`config.mk`:
```
export PLATFORM = sky130hd
export DESIGN_NAME = dvs_ramp_ctrl
export DESIGN_NICKNAME = d
export VERILOG_FILES = /design/src/rtl/dvs_pkg.sv /design/src/rtl/dvs_regs.sv /design/src/rtl/dvs_step_timer.sv /design/src/rtl/dvs_code_stepper.sv /design/src/rtl/dvs_ramp_ctrl.sv
export SDC_FILE = /design/constraint.sdc
export NUM_CORES = 1
export LEC_CHECK = 0
export BUFFER_PORTS_ARGS = -buffer_cell sky130_fd_sc_hd__buf_2
export CORE_UTILIZATION = 52
export DETAILED_ROUTE_END_ITERATION = 8
export PLACE_DENSITY_LB_ADDON = 0.08
export SLEW_MARGIN = 0
export SYNTH_ARGS = -nofsm -noshare
export SYNTH_HDL_FRONTEND = slang
export SYNTH_SLANG_ARGS = --single-unit
```
`constraint.sdc`:
```
create_clock -name clk -period 2.91 [get_ports clk]
set_input_delay 0 -clock clk [delete_from_list [all_inputs] [get_ports clk]]
set_output_delay 0 -clock clk [all_outputs]
set_load 0.01 [all_outputs]
```
`src/rtl/dvs_pkg.sv`:
```
`timescale 1ns/1ps
package dvs_pkg;
  localparam int REG_ADDR_W = 2;

  localparam logic [REG_ADDR_W-1:0] ADDR_TGT_RUN  = 2'd0;
  localparam logic [REG_ADDR_W-1:0] ADDR_TGT_STBY = 2'd1;
  localparam logic [REG_ADDR_W-1:0] ADDR_MODE     = 2'd2;
  localparam logic [REG_ADDR_W-1:0] ADDR_CFG      = 2'd3;

  localparam int RUN_MODE_LSB  = 0;
  localparam int STBY_MODE_LSB = 2;
  localparam int RATE_LSB      = 3;

  typedef enum logic [1:0] {
    MODE_OFF  = 2'b00,
    MODE_PWM  = 2'b01,
    MODE_PFM  = 2'b10,
    MODE_RSVD = 2'b11
  } dvs_mode_e;

  function automatic logic mode_is_on(input dvs_mode_e m);
    return (m == MODE_PWM) || (m == MODE_PFM);
  endfunction
endpackage

```
`src/rtl/dvs_regs.sv`:
```
`timescale 1ns/1ps
module dvs_regs
  import dvs_pkg::*;
#(
  parameter int CODE_W = 8
) (
  input  logic                  clk,
  input  logic                  rst,
  input  logic                  wr_en,
  input  logic [REG_ADDR_W-1:0] wr_addr,
  input  logic [CODE_W-1:0]     wr_data,
  input  logic                  stby,
  output logic [CODE_W-1:0]     act_tgt,
  output dvs_mode_e             act_mode,
  output logic [1:0]            rate
);
  logic [CODE_W-1:0] tgt_run;
  logic [CODE_W-1:0] tgt_stby;
  logic [1:0]        mode_run;
  logic [1:0]        mode_stby;

  always_ff @(posedge clk) begin
    if (rst) begin
      tgt_run   <= '0;
      tgt_stby  <= '0;
      mode_run  <= '0;
      mode_stby <= '0;
      rate      <= '0;
    end else if (wr_en) begin
      case (wr_addr)
        ADDR_TGT_RUN:  tgt_run  <= wr_data;
        ADDR_TGT_STBY: tgt_stby <= wr_data;
        ADDR_MODE: begin
          mode_run  <= wr_data[RUN_MODE_LSB +: 2];
          mode_stby <= wr_data[STBY_MODE_LSB +: 2];
        end
        default:       rate <= wr_data[RATE_LSB +: 2];
      endcase
    end
  end

  // live selection registered once, so the ramp logic sees a clean source
  always_ff @(posedge clk) begin
    if (rst) begin
      act_tgt  <= '0;
      act_mode <= MODE_OFF;
    end else begin
      act_tgt  <= stby ? tgt_stby : tgt_run;
      act_mode <= dvs_mode_e'(stby ? mode_stby : mode_run);
    end
  end

  AST_RUN_TGT_WRITE: assert property (@(posedge clk) disable iff (rst)
    (wr_en && wr_addr == ADDR_TGT_RUN) |=> (tgt_run == $past(wr_data)));
  AST_STBY_SELECT: assert property (@(posedge clk) disable iff (rst)
    ($past(stby) && !$past(wr_en)) |-> (act_tgt == tgt_stby));
endmodule

```
`src/rtl/dvs_step_timer.sv`:
```
`timescale 1ns/1ps
module dvs_step_timer #(
  parameter int TICK_DIV = 200
) (
  input  logic       clk,
  input  logic       rst,
  input  logic       run,
  input  logic [1:0] rate,
  output logic       step
);
  localparam int PRE_W = (TICK_DIV > 1) ? $clog2(TICK_DIV) : 1;
  localparam int SC_W  = 4;

  logic            tick;
  logic [SC_W-1:0] lim;
  logic [SC_W-1:0] scnt;

  generate
    if (TICK_DIV > 1) begin : g_pre
      logic [PRE_W-1:0] pre;
      always_ff @(posedge clk) begin
        if (rst || !run)                     pre <= '0;
        else if (pre == PRE_W'(TICK_DIV-1))  pre <= '0;
        else                                 pre <= pre + 1'b1;
      end
      assign tick = run && (pre == PRE_W'(TICK_DIV-1));

      AST_PRE_RANGE: assert property (@(posedge clk) disable iff (rst)
        pre <= PRE_W'(TICK_DIV-1));
    end else begin : g_nopre
      assign tick = run;
    end
  endgenerate

  assign lim = 4'd8 >> rate;

  always_ff @(posedge clk) begin
    if (rst || !run)  scnt <= '0;
    else if (tick)    scnt <= (scnt >= lim - 4'd1) ? '0 : scnt + 1'b1;
  end

  assign step = tick && (scnt >= lim - 4'd1);

  AST_TICK_COUNT_RANGE: assert property (@(posedge clk) disable iff (rst)
    scnt < 4'd8);
endmodule

```
`src/rtl/dvs_code_stepper.sv`:
```
`timescale 1ns/1ps
module dvs_code_stepper #(
  parameter int CODE_W = 8
) (
  input  logic              clk,
  input  logic              rst,
  input  logic              step,
  input  logic [CODE_W-1:0] tgt,
  output logic [CODE_W-1:0] code
);
  always_ff @(posedge clk) begin
    if (rst)       code <= '0;
    else if (step) code <= (code < tgt) ? code + 1'b1 : code - 1'b1;
  end

  AST_ONE_LSB: assert property (@(posedge clk) disable iff (rst)
    (code != $past(code)) |->
      (code == CODE_W'($past(code) + 1'b1) || code == CODE_W'($past(code) - 1'b1)));
  AST_UP_TOWARD: assert property (@(posedge clk) disable iff (rst)
    (code > $past(code)) |-> ($past(tgt) > $past(code)));
  AST_DOWN_TOWARD: assert property (@(posedge clk) disable iff (rst)
    (code < $past(code)) |-> ($past(tgt) < $past(code)));
endmodule

```
`src/rtl/dvs_ramp_ctrl.sv`:
```
`timescale 1ns/1ps
module dvs_ramp_ctrl
  import dvs_pkg::*;
#(
  parameter int CODE_W   = 8,
  parameter int TICK_DIV = 200
) (
  input  logic                  clk,
  input  logic                  rst,
  input  logic                  wr_en,
  input  logic [REG_ADDR_W-1:0] wr_addr,
  input  logic [CODE_W-1:0]     wr_data,
  input  logic                  stby,
  output logic [CODE_W-1:0]     code_out,
  output logic [1:0]            mode_out,
  output logic                  en_out,
  output logic                  busy_out
);
  logic [CODE_W-1:0] act_tgt;
  dvs_mode_e         act_mode;
  logic [1:0]        rate;
  logic              act_on;
  logic              busy;
  logic              run;
  logic              step;
  logic [CODE_W-1:0] code;

  dvs_regs #(.CODE_W(CODE_W)) u_regs (
    .clk(clk), .rst(rst), .wr_en(wr_en), .wr_addr(wr_addr), .wr_data(wr_data),
    .stby(stby), .act_tgt(act_tgt), .act_mode(act_mode), .rate(rate)
  );

  assign act_on = mode_is_on(act_mode);
  assign busy   = (code != act_tgt);
  assign run    = act_on && busy;

  dvs_step_timer #(.TICK_DIV(TICK_DIV)) u_timer (
    .clk(clk), .rst(rst), .run(run), .rate(rate), .step(step)
  );

  dvs_code_stepper #(.CODE_W(CODE_W)) u_step (
    .clk(clk), .rst(rst), .step(step), .tgt(act_tgt), .code(code)
  );

  assign code_out = code;
  assign mode_out = act_mode;
  assign en_out   = act_on;
  assign busy_out = busy;

  AST_HOLD_WHEN_OFF: assert property (@(posedge clk) disable iff (rst)
    !en_out |=> (code_out == $past(code_out)));
  AST_REST_AT_TARGET: assert property (@(posedge clk) disable iff (rst)
    !busy_out |=> (code_out == $past(code_out)));
endmodule

```
==> results of run 1 <==
-- critical path, stage by stage (launching register included) --
cell,delay (ns)
dfxtp_2,0.35
ha_4,0.23
a21o_1,0.18
a221o_1,0.31
a221o_2,0.48
ha_2,0.42
and4_1,0.22
a21oi_2,0.07
xor2_1,0.16
or3_1,0.30
a21oi_1,0.14
-- worst max-delay path by stage --
stage | depth (start not counted) | from | slack, ns | to
global route | 11 | u_step.code[2] | -0.18 | u_step.code[6]
floorplan | 11 | u_step.code[1] | -0.006 | u_step.code[7]
detailed placement | 11 | u_step.code[1] | -0.12 | u_step.code[7]
finish | 10 | u_step.code[2] | -0.02 | u_step.code[7]
global placement | 11 | u_step.code[1] | -0.04 | u_step.code[7]
CTS | 11 | u_step.code[2] | -0.05 | u_step.code[7]
-- power breakdown --
group / total [mW] / leakage (nW) / switching (mW) / internal [mW]
Clock: 0.471 / 0.0513 / 0.219 / 0.252
Sequential: 0.730 / 0.423 / 0.00642 / 0.724
Combinational: 0.151 / 0.871 / 0.0758 / 0.0749
-- registers in the layout (all words and copies together) (netlist names) --
signal / flops
u_timer.g_pre.pre: 8
u_regs.mode_run: 2
u_regs.mode_stby: 2
u_regs.tgt_run: 8
u_step.code: 8
u_regs.act_tgt: 8
u_timer.scnt: 4
u_regs.rate: 2
u_regs.act_mode: 2
u_regs.tgt_stby: 8
-- placed cells by master (no fill, tap or decap), types with 2 or more instances in the layout --
master / Yosys / layout
nor2_1: 51 / 51
dfxtp_1: 52 / 48
mux2i_1: 36 / 36
buf_2: 0 / 25
buf_4: 0 / 15
inv_1: 14 / 13
nand3_1: 12 / 12
ha_1: 19 / 12
xor2_1: 9 / 9
dlygate4sd3_1: 0 / 8
a21oi_1: 9 / 6
ha_4: 0 / 6
xnor2_1: 5 / 5
clkbuf_8: 0 / 5
a21o_1: 4 / 4
nand2_1: 5 / 4
a21oi_2: 1 / 4
nor3_1: 3 / 3
nand3b_1: 3 / 3
dfxtp_2: 0 / 3
and4_1: 2 / 2
nand2b_1: 2 / 2
a211oi_1: 2 / 2
o21ai_0: 2 / 2
or3_1: 2 / 2
and3_1: 2 / 2
-- synth_stat cells (2+ instances only) --
library cell   n
nor2_1        51
a221o_1        2
o21ai_0        2
a21oi_1        9
and4_1         2
nand2_1        5
nand2b_1       2
a21o_1         4
ha_1          19
dfxtp_1       52
nand3b_1       3
or3_1          2
xor2_1         9
nand3_1       12
inv_1         14
and3_1         2
a211oi_1       2
nor3_1         3
mux2i_1       36
xnor2_1        5
clkbuf_1       8
-- cell families after synthesis --
family / after synthesis / synth area share, %
flops: 52 / 42.5
fa+ha+maj: 20 / 10.5
compound gates: 24 / 6.49
xor+xnor: 14 / 5.01
simple gates: 89 / 17.2
mux: 36 / 14.7
buf+inv: 23 / 3.53
-- layout make-up --
type / count / area [um^2]
clock inverter: 1 / 30.0
inverter: 14 / 52.6
fill: 372 / 1440
sequential: 52 / 1050
multi-input combinational: 183 / 1420
timing repair buffer: 48 / 318
tap: 52 / 65.1
clock buffer: 6 / 72.6
-- metrics by stage --
stage | instance area [um^2] | setup slack (ns) | power [mW] | TNS (ns) | utilization, %
floorplan | 2500 | -0.00622 | 0.840 | -0.00622 | -
global placement | 2760 | -0.0398 | 0.879 | -0.0398 | 62.1
detailed placement | 2760 | -0.116 | 0.882 | -0.211 | 62.1
CTS | 3000 | -0.0532 | 1.37 | -0.0942 | 67.4
global route | 3010 | -0.181 | 1.41 | -0.328 | 67.7
finish | 3010 | -0.0242 | 1.35 | -0.0248 | 67.7
-- metal layers --
metal / GRT usage (%) / vias to the layer above / share of wire [%]
met5: 0 / - / 0
met4: 6.89 / 0 / 0.93
met3: 4.27 / 4 / 2.7
met2: 32.8 / 25 / 45
met1: 26.5 / 827 / 51
li1: - / 970 / -
-- repair_timing --
| item | in CTS | in global routing |
|---|---|---|
| setup buffers | 1 | 0 |
| setup endpoints to repair | 3 | 4 |
| hold buffers | 8 | 0 |
| endpoints found under the hold margin | 22 | 0 |
| pin swaps | 8 | 1 |
| resized for setup | 7 | 3 |
==> summary.txt, run 1 <==
Synthesis
  • Mapped Area: 0.00245 mm^2
  • Syn avg cell area: 9.49 um^2
  • Ys async rst share: 0%
  • Number of enable flip-flop cells after synthesis: 0
  • Syn nets: 292
  • Ys Warns: 0
  • Synth area leaders: dfxtp_1 (43%), mux2i_1 (15%), ha_1 (9.7%)
  • Post-synth top area share: 42.5%
  • Cell taking the most area after synthesis: dfxtp_1
  • Synth cell types: 35
  • Synthesized instance count: 258
  • Seq/Total Area, Yosys: 42.5%
  • Top_reg_cell synth: dfxtp_1
  • Synth Register Bits: 52

Drt
  • Drt initial violations: 57
  • Vias per inst: 5.13
  • Pre-antenna DRT Iters: 6
  • Final WL: 4500 um
  • Antenna Nets Post-Route: 0
  • WL per Instance: 12.6 um
  • DRC viols: 2
  • Vias: 1,826

Critical path
  • Reg2reg end: u_step.code[7]
  • Setup CP Type: reg -> reg
  • Required time worst endpoint: 3.13 ns
  • CP Data Arrival Time: 3.16 ns
  • CP Capture Type: flip-flop
  • Worst R2R Path Depth: 10
  • Worst setup SP type: flip-flop
  • Reg-to-reg critical path startpoint: u_step.code[2]
  • FF-to-FF setup slack: -0.02 ns
  • Crit path max fanout: 8

Final layout
  • Ant. Diodes: 0
  • P&R area growth vs syn: 22.8%
  • Nets@finish: 338
  • Share of layout cells above drive strength 1: 22.7%
  • Final Non-Filler Cells: 356

Flow run
  • Max Cap Viol: 0

STA
  • Fmax: 341 MHz
  • Crit path time final: 2.93 ns
  • Setup ws final: -0.0242 ns
  • Final Skew: 0.00654 ns
  • Max-Slew Margin vs Limit: 49.6%
  • Final Cycle Share: 101%
  • Hold Slack: 0.153 ns
  • RSZ-0062 raised after global routing: true
  • Final hold violations: 0
  • Count of pins over their slew limit: 0
  • Worst-margin pin slew: 0.756 ns
  • Final setup fails: 2

Placed design
  • I/O Buffers: 25
  • Gpl congestion: 0.802
  • Detailed placement HPWL: 3230 um
  • Placed Cells: 340

GRT
  • Global-route wire length before repair: 7940 um
  • Initial antenna violation count: 0
  • Total GRT Usage: 20.1%
  • Grt ovf: 0
  • Pin count of the biggest net entering global routing: 44
  • Vias in the first global route: 1,790

Clocking
  • Num CTS Buffers: 5
  • Max Root-Sink Buffers: 2
  • Worst skew pair latency: 0.30 ns
  • CTS tree: done
  • Worst-path clk slew: 0.09 ns
  • Root buf cell: clkbuf_8
  • CTS H-tree depth: 2
  • Clock sink total: 52

Floorplan
  • Initial Util: 55.1%
  • Die width: 70.6 um
  • Core area: 0.00444 mm^2
  • Chip Height: 70.6 um
  • FP Rows: 24
  • Die area: 0.00499 mm^2
  • I/O Pins: 26

Hold path
  • Hold Path End: u_regs.rate[1]
  • Cells on Worst Hold Path: 4
  • Worst hold path class: in -> reg
  • Hold path startpoint: wr_addr[1]

Pwr
  • Maximum vdd ir drop: 0.000344 V
  • Pleak: 1.35 nW
  • Pwr per Cell Area: 450 mW/mm^2

Outcome
  • Failing checks: DRC, setup timing
  • Status: finished with violations
(Power assumes the default switching activity.)
==> run 2, diff against run 1 <==
--- a/config.mk
+++ b/config.mk
@@ -5,6 +5,7 @@
 export SDC_FILE = /design/constraint.sdc
 export NUM_CORES = 1
 export LEC_CHECK = 0
+export ABC_AREA = 1
 export BUFFER_PORTS_ARGS = -buffer_cell sky130_fd_sc_hd__buf_2
 export CORE_UTILIZATION = 52
 export DETAILED_ROUTE_END_ITERATION = 8
==> summary.txt, run 2 <==
Placed design
  • Pre-CTS WS: 0.368 ns (+0.484 ns)
  • Placed Cells: 428 (+26%)
  • Detailed placement HPWL: 3430 um (+6.2%)
  • I/O Buffers: 25 (unchanged)
  • Gpl congestion: 0.880 (+9.7%)
  • Area after DPL: 0.00273 mm^2 (-1.2%)

STA
  • Count of pins over their slew limit: 0 (unchanged)
  • Fmax: 391 MHz (+15%)
  • Hold Slack: 0.0620 ns (-0.0907 ns)
  • RSZ-0062 raised after global routing: false
  • Setup ws final: 0.353 ns (+0.377 ns)
  • Final setup fails: 0 (-2)
  • Final Skew: 0.00375 ns (-0.00279 ns)
  • Worst-margin pin slew: 0.993 ns (+0.237 ns)
  • Final hold violations: 0 (unchanged)
  • Crit path time final: 2.56 ns (-0.377 ns)
  • Final Cycle Share: 87.9% (-13 points)
  • Final setup TNS: 0 ns (+0.0248 ns)
  • Max-Slew Margin vs Limit: 33.7% (-16 points)

Pwr
  • Clock power frac: 31.8% (-3.0 points)
  • Comb power frac: 11.7% (+0.6 points)
  • Pleak: 1.35 nW (+0.68%)
  • Switching pwr: 0.354 mW (+18%)
  • Reg power frac: 56.5% (+2.5 points)
  • Int Pwr: 0.967 mW (-8.0%)
  • Sw Ratio: 26.8% (+4.5 points)
  • Pwr per Cell Area: 454 mW/mm^2 (+0.98%)
  • Maximum vdd ir drop: 0.000318 V (-7.7%)

Drt
  • Final WL: 4650 um (+3.3%)
  • Pre-antenna DRT Iters: 4 (-2)
  • Drt initial violations: 91 (+60%)
  • WL per Instance: 10.4 um (-17%)
  • Vias per inst: 4.84 (-5.6%)
  • DRC viols: 0 (-2)
  • Vias: 2,155 (+18%)
  • Antenna Nets Post-Route: 0 (unchanged)

Synthesis
  • Ys async rst share: 0% (unchanged)
  • Cell taking the most area after synthesis: dfxtp_1
  • Synth area leaders: dfxtp_1 (41%), nor2_1 (13%), ha_1 (9.3%)
  • Top_reg_cell synth: dfxtp_1
  • Synthesized instance count: 342 (+33%)
  • Mapped Area: 0.00255 mm^2 (+4.1%)
  • Seq/Total Area, Yosys: 40.8% (-1.7 points)
  • Syn nets: 376 (+29%)
  • Post-synth top area share: 40.8% (-1.7 points)
  • Number of enable flip-flop cells after synthesis: 0 (unchanged)
  • Synth cell types: 32 (-8.6%)
  • Ys Warns: 0 (unchanged)
  • Synth Register Bits: 52 (unchanged)
  • Most frequent cells after synthesis: nor2_1 (85), dfxtp_1 (52), nand2_1 (43)
  • Syn avg cell area: 7.46 um^2 (-21%)
  • Top-count cell post-synth: nor2_1

Critical path
  • Crit path max fanout: 8 (unchanged)
  • Worst setup SP type: flip-flop
  • Critical Path End: u_step.code[7]
  • FF-to-FF setup slack: 0.35 ns (+0.38 ns)
  • Crit path from: u_step.code[7]
  • CP Data Arrival Time: 2.77 ns (-0.39 ns)
  • Setup CP Type: reg -> reg
  • Reg-to-reg critical path startpoint: u_step.code[7]
  • Reg2reg end: u_step.code[7]
  • CP Capture Type: flip-flop
  • Worst R2R Path Depth: 14 (+4)
  • Required time worst endpoint: 3.12 ns (about the same)

GRT
  • Global-route wire length before repair: 8190 um (+3.2%)
  • Pin count of the biggest net entering global routing: 41 (-6.8%)
  • Vias in the first global route: 1,920 (+7.3%)
  • Total GRT Usage: 20.2% (+0.19 points)
  • Grt ovf: 0 (unchanged)
  • Initial antenna violation count: 0 (unchanged)

Final layout
  • Most frequent cells in the layout: nor2_1 (85), dfxtp_1 (52), nand2_1 (43), inv_1 (37), o21ai_0 (36)
  • P&R area growth vs syn: 14.1%
  • Layout filler cell count: 455 (+22%)
  • Leading cell type in the layout, fill and taps excluded: nor2_1
  • Final Non-Filler Cells: 445 (+25%)
  • Register Area: 0.00104 mm^2 (-0.72%)
  • Ant. Diodes: 0 (unchanged)
  • Share of layout cells above drive strength 1: 13.0% (-9.7 points)
  • Nets@finish: 411 (+22%)
  • Multi-input logic area: 0.00133 mm^2 (-6.4%)
  • Non-Filler Cell Area, Final: 0.00291 mm^2 (-3.2%)

Clocking
  • Worst skew pair latency: 0.31 ns (about the same)
  • CTS H-tree depth: 2 (unchanged)
  • CTS tree: done
  • Worst-path clk slew: 0.10 ns (about the same)
  • Max Root-Sink Buffers: 2 (unchanged)
  • Num CTS Buffers: 5 (unchanged)
  • Root buf cell: clkbuf_8
  • Clock sink total: 52 (unchanged)

Floorplan
  • I/O Pins: 26 (unchanged)
  • Die width: 72.0 um (+2.0%)
  • Core area: 0.00472 mm^2 (+6.3%)
  • Chip Height: 72.0 um (+2.0%)
  • FP Rows: 25 (+4.2%)
  • Initial Util: 54.0% (-1.1 points)
  • Die area: 0.00519 mm^2 (+4.0%)

Flow run
  • Max Cap Viol: 0 (unchanged)

Hold path
  • Hold path startpoint: wr_addr[1]
  • Worst hold path class: in -> reg

Outcome
  • Status: complete, no violations
-- run 2: through the flow --
stage / util (%) / total power [mW]
after floorplan: - / 0.868
after global placement: 57.8 / 0.907
after detailed placement: 57.8 / 0.910
after CTS: 61.6 / 1.34
after global routing: 61.6 / 1.39
final: 61.6 / 1.32
-- run 2: how the worst min path moves through the flow --
stage / cells past startpoint / end / slack, ns
2_1_floorplan: 2 / u_regs.mode_run[0] / 0.13
3_3_place_gp: 3 / u_regs.tgt_run[5] / 0.24
4_1_cts: 3 / u_regs.rate[0] / 0.05
6_report: 3 / u_regs.rate[0] / 0.06
3_5_place_dp: 3 / u_regs.tgt_run[6] / 0.24
5_1_grt: 3 / u_regs.rate[1] / 0.08
-- run 2: cell families after synthesis --
family          Yosys count  synth area share, %
compound gates           60                 12.7
xor+xnor                 10                 3.73
fa+ha+maj                20                 10.1
buf+inv                  46                 7.07
flops                    52                 40.8
simple gates            154                 25.6
-- run 2: power by group through the flow --
stage	Sequential (mW)	Combinational [mW]	Clock [mW]
floorplan	0.761	0.106	0
global placement	0.763	0.144	0
detailed placement	0.763	0.146	0
CTS	0.747	0.156	0.434
global route	0.750	0.179	0.460
finish	0.747	0.154	0.420
-- run 2: layout make-up --
| class | instances | area share [%] |
|---|---|---|
| clock buffers | 5 | 2.37 |
| clock inverters | 3 | 0.731 |
| multi-input cells | 244 | 45.7 |
| inverters | 40 | 5.16 |
| flip-flops and latches | 52 | 35.8 |
| repair buffers | 34 | 7.40 |
| well taps | 67 | 2.88 |
-- run 2: what timing repair did --
action,CTS,global route
hold endpoints to repair,25,0
hold buffers,9,0
gates resized for setup,0,0
buffers inserted,0,0
-- run 2: per-layer routing --
layer / vias to the layer above / wire [um] / global-route usage [%]
met5: - / 0 / 0
met4: 0 / 63 / 6.54
met3: 6 / 151 / 5.56
met2: 32 / 2200 / 35.5
met1: 955 / 2230 / 24.0
li1: 1162 / - / -
-- run 2: critical path, stage by stage (launching register included) --
cell,delay [ns]
dfxtp_1,0.35
ha_1,0.32
a21o_1,0.18
nor2_1,0.13
nand2_1,0.22
ha_1,0.41
or2_2,0.30
nand2_1,0.13
nor2_1,0.05
nor2_1,0.08
nand3_1,0.09
nand3_1,0.07
nand2_1,0.05
inv_1,0.04
nor2_1,0.03
